`src/rtl/autoinc_window.sv`:
```
module autoinc_window #(
  parameter int ADDR_W = 22,
  parameter int DATA_W = 32
) (
  input  logic              clk,
  input  logic              rst_n,
  input  logic              host_sel,
  input  logic [1:0]        host_off,
  input  logic              host_we,
  input  logic [DATA_W-1:0] host_wdata,
  output logic [DATA_W-1:0] host_rdata,
  output logic              host_rdy,
  output logic              mem_req,
  output logic              mem_we,
  output logic [ADDR_W-1:0] mem_addr,
  output logic [DATA_W-1:0] mem_wdata,
  input  logic [DATA_W-1:0] mem_rdata,
  input  logic              mem_ack
);
  localparam logic [1:0] OFF_PTR = 2'd0;
  localparam logic [1:0] OFF_WR  = 2'd1;
  localparam logic [1:0] OFF_RD  = 2'd2;

  logic [ADDR_W-1:0] ptr;
  logic              busy;

  wire is_wr    = (host_off == OFF_WR) && host_we;
  wire is_rd    = (host_off == OFF_RD) && !host_we;
  wire data_acc = host_sel && (is_wr || is_rd);
  wire ptr_ld   = host_sel && !busy && (host_off == OFF_PTR) && host_we;
  wire ptr_rd   = host_sel && (host_off == OFF_PTR) && !host_we;
  wire done     = busy && mem_ack;

  always_ff @(posedge clk) begin
    if (!rst_n) begin
      ptr       <= '0;
      busy      <= 1'b0;
      mem_we    <= 1'b0;
      mem_wdata <= '0;
    end else if (done) begin
      busy <= 1'b0;
      ptr  <= ptr + 1'b1;
    end else if (!busy && data_acc) begin
      busy      <= 1'b1;
      mem_we    <= is_wr;
      mem_wdata <= host_wdata;
    end else if (ptr_ld) begin
      ptr <= host_wdata[ADDR_W-1:0];
    end
  end

  assign mem_req    = busy;
  assign mem_addr   = ptr;
  assign host_rdy   = data_acc ? done : host_sel;
  assign host_rdata = ptr_rd            ? DATA_W'(ptr) :
                      (is_rd && done)   ? mem_rdata    : '0;
endmodule


```
`config.mk`:
```
export PLATFORM = sky130hd
export DESIGN_NAME = autoinc_window
export DESIGN_NICKNAME = d
export VERILOG_FILES = /design/src/rtl/autoinc_window.sv
export SDC_FILE = /design/constraint.sdc
export NUM_CORES = 1
export LEC_CHECK = 0
export ABC_AREA = 1
export BUFFER_PORTS_ARGS = -buffer_cell sky130_fd_sc_hd__buf_2
export CAP_MARGIN = 20
export CORE_MARGIN = 4
export CORE_UTILIZATION = 49
export CTS_CLUSTER_SIZE = 16
export DETAILED_ROUTE_END_ITERATION = 8
export PLACE_DENSITY = 0.87
export SLEW_MARGIN = 40
export SYNTH_ARGS = -nofsm -noshare
export SYNTH_HDL_FRONTEND = slang
export SYNTH_SLANG_ARGS = --single-unit
```
`constraint.sdc`:
```
create_clock -name clk -period 2.94 [get_ports clk]
set_input_delay 0.588 -clock clk [delete_from_list [all_inputs] [get_ports clk]]
set_output_delay 0.588 -clock clk [all_outputs]
set_load 0.02 [all_outputs]
```
Word level (Yosys, flattened, before mapping). Cells that the tools add are included.

Add/sub/neg operators: 1. Equality and inequality tests: 3. Multiplexer cells: 6. Bitwise gates (word level): 2. Reductions and logical operators: 19.

Operator list (count): 2-to-1 mux 22 bit (3); 2-to-1 mux 32 bit (2); adder 22 x 1 -> 22 bit (second input constant) (1); logical AND 1 bit (11); AND reduction 2 bit (2); == test 2 x 1 -> 1 bit (second input constant) (1); == test 2 bit (second input constant) (1); logical NOT 1 bit (2); logical NOT 2 bit (1); != test 2 bit (second input constant) (1); NOT 1 bit (2); nonzero test 2 bit (1); OR reduction 2 bit (1); logical OR 1 bit (1); 2-to-1 mux 1 bit (1).

Register bits after elaboration: 56.

Longest topological paths before layout. Gate-level depths: netlist (run 1).

Depth in word-level cells: 7. Depth in mapped cells: 10. Gate-level depth less buffers: 10.

Worst setup path before layout (run 1). Ideal clock, no wire load.

Path type: input-to-output. From: input mem_ack. To: output host_rdata[10]. Arrival: 1.470 ns. Required time: 2.352 ns. Slack: 0.882 ns. Cell stages on the path: 5. Buffers on the path: 1. Cells stage by stage: nand2_1 > inv_2 > nand3_1 > buf_2 > o22ai_1.

Word-level cells in the longest chain between the ends: 4.

Ends and longest elaborated chain: start, declared (line 18) `input logic mem_ack`; logical AND 1 bit (line 32) `wire done = busy && mem_ack;`; logical AND 1 bit (line 56) `(is_rd && done) ? mem_rdata : '0;`; 2-to-1 mux 32 bit (line 56); 2-to-1 mux 32 bit (line 55) `assign host_rdata = ptr_rd ? DATA_W'(ptr) :`; end, declared (line 11) `output logic [DATA_W-1:0] host_rdata,`.

No other way between the ends.

Worst setup path after layout (run 1).
From: register busy, in the netlist mem_req. To: output host_rdata[13].

Word-level cells in the longest chain between the ends: 4.

Ends and longest elaborated chain: start, declared (line 25) `logic busy;`; start signal, assigned (line 37) `busy <= 1'b0;`; start signal, assigned (line 41) `busy <= 1'b0;`; start signal, assigned (line 44) `busy <= 1'b1;`; logical AND 1 bit (line 32); logical AND 1 bit (line 56); 2-to-1 mux 32 bit (line 56); 2-to-1 mux 32 bit (line 55).

No other way between the ends.

==> qor.txt, run 1 <==
vias in the first global route - 3386
synthesized instance count - 485
nets - 705
antenna violations before repair - 0
RSZ-0062 raised after global routing - false
endpoints failing hold - 0
crit end category - primary output
Max-Cap Viols - 0
# diodes - 0
Pre-antenna DRT Iters - 4
post-CTS sizing - 0
area of the multi-input gates - 1519 um2
Crit path arrival time - 1.61 ns
Synth Register Bits - 56
largest net degree at the start of global routing - 33
Ys Warns - 0
CP max FO - 22
status - finished clean
final wirelength - 9528 um
Iteration-0 DRC Markers - 250
Synth Area in Compound Gates - 19.94%
worst slew pin tran - 0.5345 ns
vias per cell - 5.161
Post-DRT Antenna Nets - 0
Total Negative Setup Slacks - 0 ns
port buffer count - 159
post-synth cell types - 25
WS Path Type - reg -> out
Simple-Gate Fraction of Synth Area - 29.58%
final worst slack - 0.7435 ns
critical path launch point type - flop
total number of vias - 3659
core area - 5956 um2
r2r endpoint - mem_addr[18]
r2r setup slk - 1.20 ns
Post-Synth XOR/XNOR Area - 0.2896%
P per Cell Area - 424.0 nW/um2
CTS tree - done
hold_buf cts - 0
H-tree Lvls - 2
Synth-to-Final Area Change - 31.11%
die width - 86.56 um
Clock Sinks - 56
Placer Congestion - 0.8947
post-DP HPWL - 7227 um
design area - 3965 um2
IO Count - 160
Initial Utilization - 50.78%
Bufs on Longest Clock Path - 2
reg2reg start - mem_req
all-layer global routing usage - 25.15%
GR Overflow Total - 0
WHS Path Cells - 3
WHS Endpoint - mem_wdata[29]
Die ar. - 7493 um2
routed len/inst - 13.44 um
Worst Skew - 0.01064 ns
# DRC - 0
worst min path class - in -> reg
worst-skew pair later-pin latency - 0.32 ns
Max-slew headroom - 64.31%
Syn Area/Cell - 6.235 um2
CTS root buffer - clkbuf_8
Filler Cell Count - 559
Critical Path Source - mem_req
largest family of logic cells by synthesized area - simple AND/OR/NAND/NOR gates
Hold WS - 0.4920 ns
Worst Path Required - 2.35 ns
Synthesized Nets - 557
leakage - 2.081 nW
Adder-Cell Fraction of Synth Area - 0.4137%
Die H - 86.56 um
mux cell area share after synthesis - 0%
cells on worst reg2reg path - 7
placed cell areas - 3849 um2
Worst Hold Launch - host_wdata[29]
first-pass GRT wire length - 15410 um
post-route minimum period - 2.196 ns
storage element area - 1121 um2
Post-CTS Setup Inserts - 0
Peak VDD IR - 0.3328 mV
pre-CTS setup slack - 0.8353 ns
Final period util - 74.71%
Max Clock Freq - 455.3 MHz
synthesized cell area - 3024 um2
CTS Buf Count - 5
post-synthesis sequential area ratio - 37.07%
Core Util, Final - 66.58%
Final Max Slew Viols - 0
Worst-path clk slew - 0.11 ns
share of layout cells above drive strength 1 - 28.86%
row count - 28
setup violators final - 0
routing by layer:
layer / share of wire, % / vias up / global-route usage, % / wire length, um
met1: 40 / 1631 / 31.60 / 3787
met2: 49 / 170 / 42.70 / 4660
li1: - / 1838 / - / -
met5: 0 / - / 0 / 0
met3: 9.5 / 20 / 6.559 / 905
met4: 1.8 / 0 / 6.799 / 175
sequential cells by signal (all words and copies together) (netlist names):
signal,cells
mem_we,1
mem_wdata,32
mem_addr,22
mem_req,1
metrics by stage:
stage / instances / total power, W
2_1_floorplan: 485 / 0.001037
3_3_place_gp: 701 / 0.001162
3_5_place_dp: 701 / 0.001170
4_1_cts: 709 / 0.001687
5_1_grt: 709 / 0.001763
6_report: 709 / 0.001681
worst max-delay path: stages, from the launching register on:
cell and delay, ns:
dfxtp_1 0.46, nand2_1 0.12, inv_2 0.08, nand3_1 0.09
buf_4 0.22, o22ai_1 0.14, buf_2 0.19
how the worst max path moves through the flow:
| stage | end | cells after the start |
|---|---|---|
| finish | host_rdata[13] | 6 |
| global route | host_rdata[6] | 6 |
| CTS | host_rdata[16] | 6 |
| detailed placement | host_rdata[16] | 6 |
| global placement | host_rdata[19] | 6 |
| floorplan | host_rdata[10] | 5 |
cell type report:
type	count	share of cell area [%]
clock inverter	3	1.199
timing repair buffer	166	21.39
multi-input combinational	333	38.31
inverter	71	6.721
tap	75	2.367
sequential	56	28.27
clock buffer	5	1.736
cell usage in the layout (no fill, tap or decap), drive strengths merged:
| cell type | n |
|---|---|
| o21ai | 60 |
| a21boi | 1 |
| xor2 | 1 |
| nand4 | 4 |
| a31oi | 6 |
| nand3 | 26 |
| nand2 | 73 |
| nor4 | 1 |
| ha | 1 |
| inv | 71 |
| o22ai | 22 |
| a211oi | 1 |
| dfxtp | 56 |
| buf | 166 |
| clkinv | 2 |
| nor2 | 115 |
| a21oi | 21 |
| o21a | 1 |
| clkbuf | 5 |
| bufinv | 1 |
power by group:
| part | switching (W) | leakage, nW | internal, W |
|---|---|---|---|
| logic | 0.000203 | 1.57 | 0.000114 |
| registers | 0.0000358 | 0.457 | 0.000802 |
| clock network | 0.000269 | 0.0583 | 0.000257 |
cells in the mapped netlist, drive strengths merged:
cell type / count / share of area (%)
nor2: 115 / 15
nand2: 73 / 9.1
inv: 71 / 8.8
o21ai: 60 / 9.9
dfxtp: 56 / 37
nand3: 26 / 4.3
o22ai: 22 / 4.6
a21oi: 21 / 3.5
buf: 17 / 2.9
clkbuf: 8 / 0.99
a31oi: 6 / 1.2
nand4: 4 / 0.83
a211oi: 1 / 0.25
a21boi: 1 / 0.25
ha: 1 / 0.41
nor4: 1 / 0.21
o21a: 1 / 0.25
xor2: 1 / 0.29
kinds of logic (layout without fill, tap and decap cells):
logic type,after synthesis,in the layout
DFF,56,56
buffers and inverters,96,245
AOI/OAI and AO/OA,112,112
and+or+nand+nor,219,219
adders and majority gates,1,1
xor gates and xnor gates,1,1
Note: power is estimated with default switching activity, not from simulation.
==> run 2: changes to the inputs <==
- ABC_AREA: 1 -> 0
- CORE_UTILIZATION: 49 -> 41
- PLACE_DENSITY: 0.87 -> 0.78
- clock period: 2.94 -> 1.9 ns (I/O delays scaled with it)
==> run 2 against run 1 <==
- the run now ends with setup timing left
- cell count decreased by 13%
- total power increased by 37%
- sequential cell count unchanged
- synthesized cell count decreased by 30%
- routed wire length increased by 18%
- setup slack got worse by 0.81 ns
- clock skew decreased by 0.0012 ns
- sequential share of layout area decreased by 3.2 points
- clock-buffer cell count unchanged
- utilization decreased by 1.3 points
- worst hold slack got worse by 0.19 ns
- largest cell class unchanged
- largest power group unchanged
==> qor.txt, run 2 <==
status - finished with violations (was finished clean)
failing checks - setup timing
Largest register FFs - 32 (unchanged)
Synth area leaders - dfxtp_1 38%, mux2i_1 11%, a22o_1 6.5% (was dfxtp_1 37%, nor2_1 14%, nand2_1 8.9%)
reg2reg start - mem_addr[0] (was mem_req)
largest net degree at the start of global routing - 36 (was 33)
Simple-Gate Fraction of Synth Area - 22.97% (was 29.58%)
Adder-Cell Fraction of Synth Area - 0.4246% (was 0.4137%)
all-layer global routing usage - 24.03% (was 25.15%)
total number of vias - 3517 (was 3659)
Die ar. - 8607 um2 (was 7493 um2)
Synth Area in Compound Gates - 22.12% (was 19.94%)
EDFF count, synth - 0 (unchanged)
design area - 4484 um2 (was 3965 um2)
row count - 30 (was 28)
# DRC - 0 (unchanged)
commonest non-fill, non-tap cell in the layout - buf_2 (unchanged)
switch share - 28.80% (was 30.19%)
final wirelength - 11210 um (was 9528 um)
routed len/inst - 18.14 um (was 13.44 um)
Synth Register Bits - 56 (unchanged)
combinational share of power - 17.4% (was 18.9%)
post-synthesis sequential area ratio - 38.05% (was 37.07%)
Crit path buffers/inverters - 4 (was 3)
Post-DRT Antenna Nets - 0 (unchanged)
post-synth cell types - 55 (was 25)
mux cell area share after synthesis - 11.21% (was 0%)
Worst Path Required - 1.52 ns (was 2.35 ns)
Synth-to-Final Area Change - 52.19% (was 31.11%)
vias in the first global route - 3316 (was 3386)
H-tree Lvls - 2 (unchanged)
Max Clock Freq - 509.5 MHz
first-pass GRT wire length - 16810 um (was 15410 um)
Top reg by flops - mem_wdata (unchanged)
r2r setup slk - 0.13 ns (was 1.20 ns)
crit path capture - host_rdata[11] (was host_rdata[13])
Final Max Slew Viols - 0 (unchanged)
Worst-path clk slew - 0.10 ns (was 0.11 ns)
critical path launch point type - input port (was flop)
core area - 6869 um2 (was 5956 um2)
Iteration-0 DRC Markers - 430 (was 250)
total power - 0.002307 W (was 0.001681 W)
worst min path class - in -> reg (unchanged)
Worst Skew - 0.009487 ns (was 0.01064 ns)
Ys Warns - 0 (unchanged)
# diodes - 0 (unchanged)
die width - 92.78 um (was 86.56 um)
post-DP HPWL - 7982 um (was 7227 um)
Bufs on Longest Clock Path - 2 (unchanged)
CTS tree - done (unchanged)
Clock Sinks - 56 (unchanged)
Initial Utilization - 42.90% (was 50.78%)
setup violators final - 32 (was 0)
endpoints failing hold - 0 (unchanged)
Post-synth ARST share - 0% (unchanged)
WS Path Type - in -> out (was reg -> out)
Core Util, Final - 65.28% (was 66.58%)
CTS root buffer - clkbuf_8 (unchanged)
Max-slew headroom - 50.92% (was 64.31%)
kind of cell adding the most delay to the critical path - simple AND/OR/NAND/NOR gates (was buffers and inverters)
Max-Cap Viols - 0 (unchanged)
Peak VDD IR - 0.4732 mV (was 0.3328 mV)
Die H - 92.78 um (was 86.56 um)
cell with the most instances after synthesis - dfxtp_1 (was nor2_1)
CP most frequent cell - buf_6
RSZ-0062 raised after global routing - true (was false)
port buffer count - 159 (unchanged)
CP max-delay cell - or3b_4 (was dfxtp_1)
placed cell areas - 4056 um2 (was 3849 um2)
GR Overflow Total - 0 (unchanged)
nets - 593 (was 705)
cells on worst reg2reg path - 5 (was 7)
IO Count - 160 (unchanged)
sw power - 0.0006645 W (was 0.0005076 W)
Top FF cell, synth - dfxtp_1 (unchanged)
most frequent cells in the layout - 126 x buf_2, 55 x dfxtp_1, 42 x nor2_1 (was 159 x buf_2, 111 x nor2_1, 72 x nand2_1)
Critical Path Source - host_we (was mem_req)
Clock Power Share - 29.0% (was 31.3%)
Post-Synth XOR/XNOR Area - 0.2972% (was 0.2896%)
leakage - 2.034 nW (was 2.081 nW)
r2r endpoint - mem_addr[16] (was mem_addr[18])
Inst Count DP - 605 (was 701)
CP max FO - 8 (was 22)
share of the synthesized area in the top cell type - 38.05% (was 37.07%)
synthesized instance count - 341 (was 485)
vias per cell - 5.691 (was 5.161)
Levels on crit path - 7 (was 6)
P per Cell Area - 514.4 nW/um2 (was 424.0 nW/um2)
Final period util - 103.3%
crit end category - primary output (unchanged)
largest family of logic cells by synthesized area - simple AND/OR/NAND/NOR gates (unchanged)
synth cell count leaders - 56 x dfxtp_1, 43 x nor2_1, 33 x mux2i_1 (was 111 x nor2_1, 72 x nand2_1, 67 x inv_1)
Seq pwr share - 53.5% (was 49.9%)
Final Non-Filler Cells - 618 (was 709)
Synthesized Nets - 413 (was 557)
post-route minimum period - 1.963 ns
CTS Buf Count - 5 (unchanged)
CP peak stage delay - 0.40 ns (was 0.46 ns)
Synth area leader - dfxtp_1 (unchanged)
Pre-antenna DRT Iters - 6 (was 4)
worst slew pin tran - 0.7362 ns (was 0.5345 ns)
Filler Cell Count - 597 (was 559)
antenna violations before repair - 0 (unchanged)
worst-skew pair later-pin latency - 0.32 ns (about the same)
Crit path arrival time - 1.58 ns (was 1.61 ns)
final worst slack - -0.06271 ns (was 0.7435 ns)
Internal Dissipation - 0.001642 W (was 0.001174 W)
Total Negative Setup Slacks - -0.8774 ns (was 0 ns)
share of layout cells above drive strength 1 - 44.25% (was 28.86%)
CP Cell Sequence - buf_6, or3b_4, nor2_4, buf_6, buf_12, a22o_1, buf_6 (was nand2_1, inv_2, nand3_1, buf_4, o22ai_1, buf_2)
Syn Area/Cell - 8.641 um2 (was 6.235 um2)
Placer Congestion - 0.9034 (was 0.8947)
synthesized cell area - 2947 um2 (was 3024 um2)
hold_buf cts - 0 (unchanged)
## run 2: cell types whose count changed in the layout (fill, tap and decap cells not counted), moves of 21 or more
| cell | previous run | this run |
|---|---|---|
| a22o_1 | 0 | 22 |
| nand2_1 | 72 | 16 |
| nor2_1 | 111 | 42 |
| o22ai_1 | 22 | 1 |
| o21ai_0 | 52 | 10 |
| buf_2 | 159 | 126 |
| mux2i_1 | 0 | 33 |
| inv_1 | 67 | 5 |
| buf_6 | 0 | 34 |
| buf_4 | 7 | 31 |
## run 2: worst min-delay path: cells and delay by family
kind	cells	cell delay, ns
buf+inv	1	0.07
mux	1	0.05
simple gates	1	0.07
## run 2: what timing repair did
item / 4_1_cts / 5_1_grt
setup endpoints to repair: 32 / 33
pin swaps: 5 / 25
gates cloned: 1 / 2
resized for setup: 52 / 26
setup buffers: 1 / 1
## run 2: worst min path at each step
stage,from,end,slack (ns),cells after the start
CTS,host_wdata[30],mem_wdata[30],0.30,3
global route,host_wdata[22],mem_wdata[22],0.31,3
global placement,mem_wdata[31],mem_wdata[31],0.47,2
detailed placement,mem_wdata[22],mem_wdata[22],0.48,2
finish,host_wdata[30],mem_wdata[30],0.30,3
floorplan,host_wdata[10],mem_wdata[10],0.53,2
## run 2: power by group through the flow
stage          Sequential [W]  Clock (W)  Combinational, W
6_report              0.00124   0.000669          0.000402
5_1_grt               0.00124   0.000731          0.000431
4_1_cts               0.00124   0.000679          0.000394
3_5_place_dp          0.00126          0          0.000388
3_3_place_gp          0.00126          0          0.000381
2_1_floorplan         0.00131          0          0.000146
## run 2: metal layers
layer	GRT usage, %	part of all wire, %	vias up
met5	0	0	-
met1	31.33	40	1643
li1	-	-	1625
met2	40.79	47	233
met3	6.336	11	16
met4	3.297	1.4	0
## run 2: cell type report
| type | instances | area (um2) | area share, % |
|---|---|---|---|
| well taps | 96 | 120.1 | 2.679 |
| clock buffers | 5 | 68.82 | 1.535 |
| flip-flops and latches | 56 | 1125 | 25.08 |
| clock inverters | 3 | 18.77 | 0.4185 |
| repair buffers | 198 | 1404 | 31.31 |
| multi-input cells | 254 | 1725 | 38.48 |
| inverters | 6 | 22.52 | 0.5022 |
## run 2: per-stage QoR
step | hold slack (ns) | setup WS, ns
finish | 0.2980 | -0.06271
global route | 0.3053 | -0.09973
CTS | 0.2971 | -0.06858
detailed placement | 0.4781 | -0.1113
global placement | 0.4672 | -0.06899
floorplan | 0.5272 | -0.03946
## run 2: cells by family (layout without fill, tap and decap cells)
logic type,after synthesis,in the layout
AND/OR/NAND/NOR,129,129
AO/OA/AOI/OAI,90,90
flip-flops,56,56
multiplexers,33,33
buffers and inverters,31,212
adder cells (fa/ha/maj),1,1
XOR/XNOR,1,1
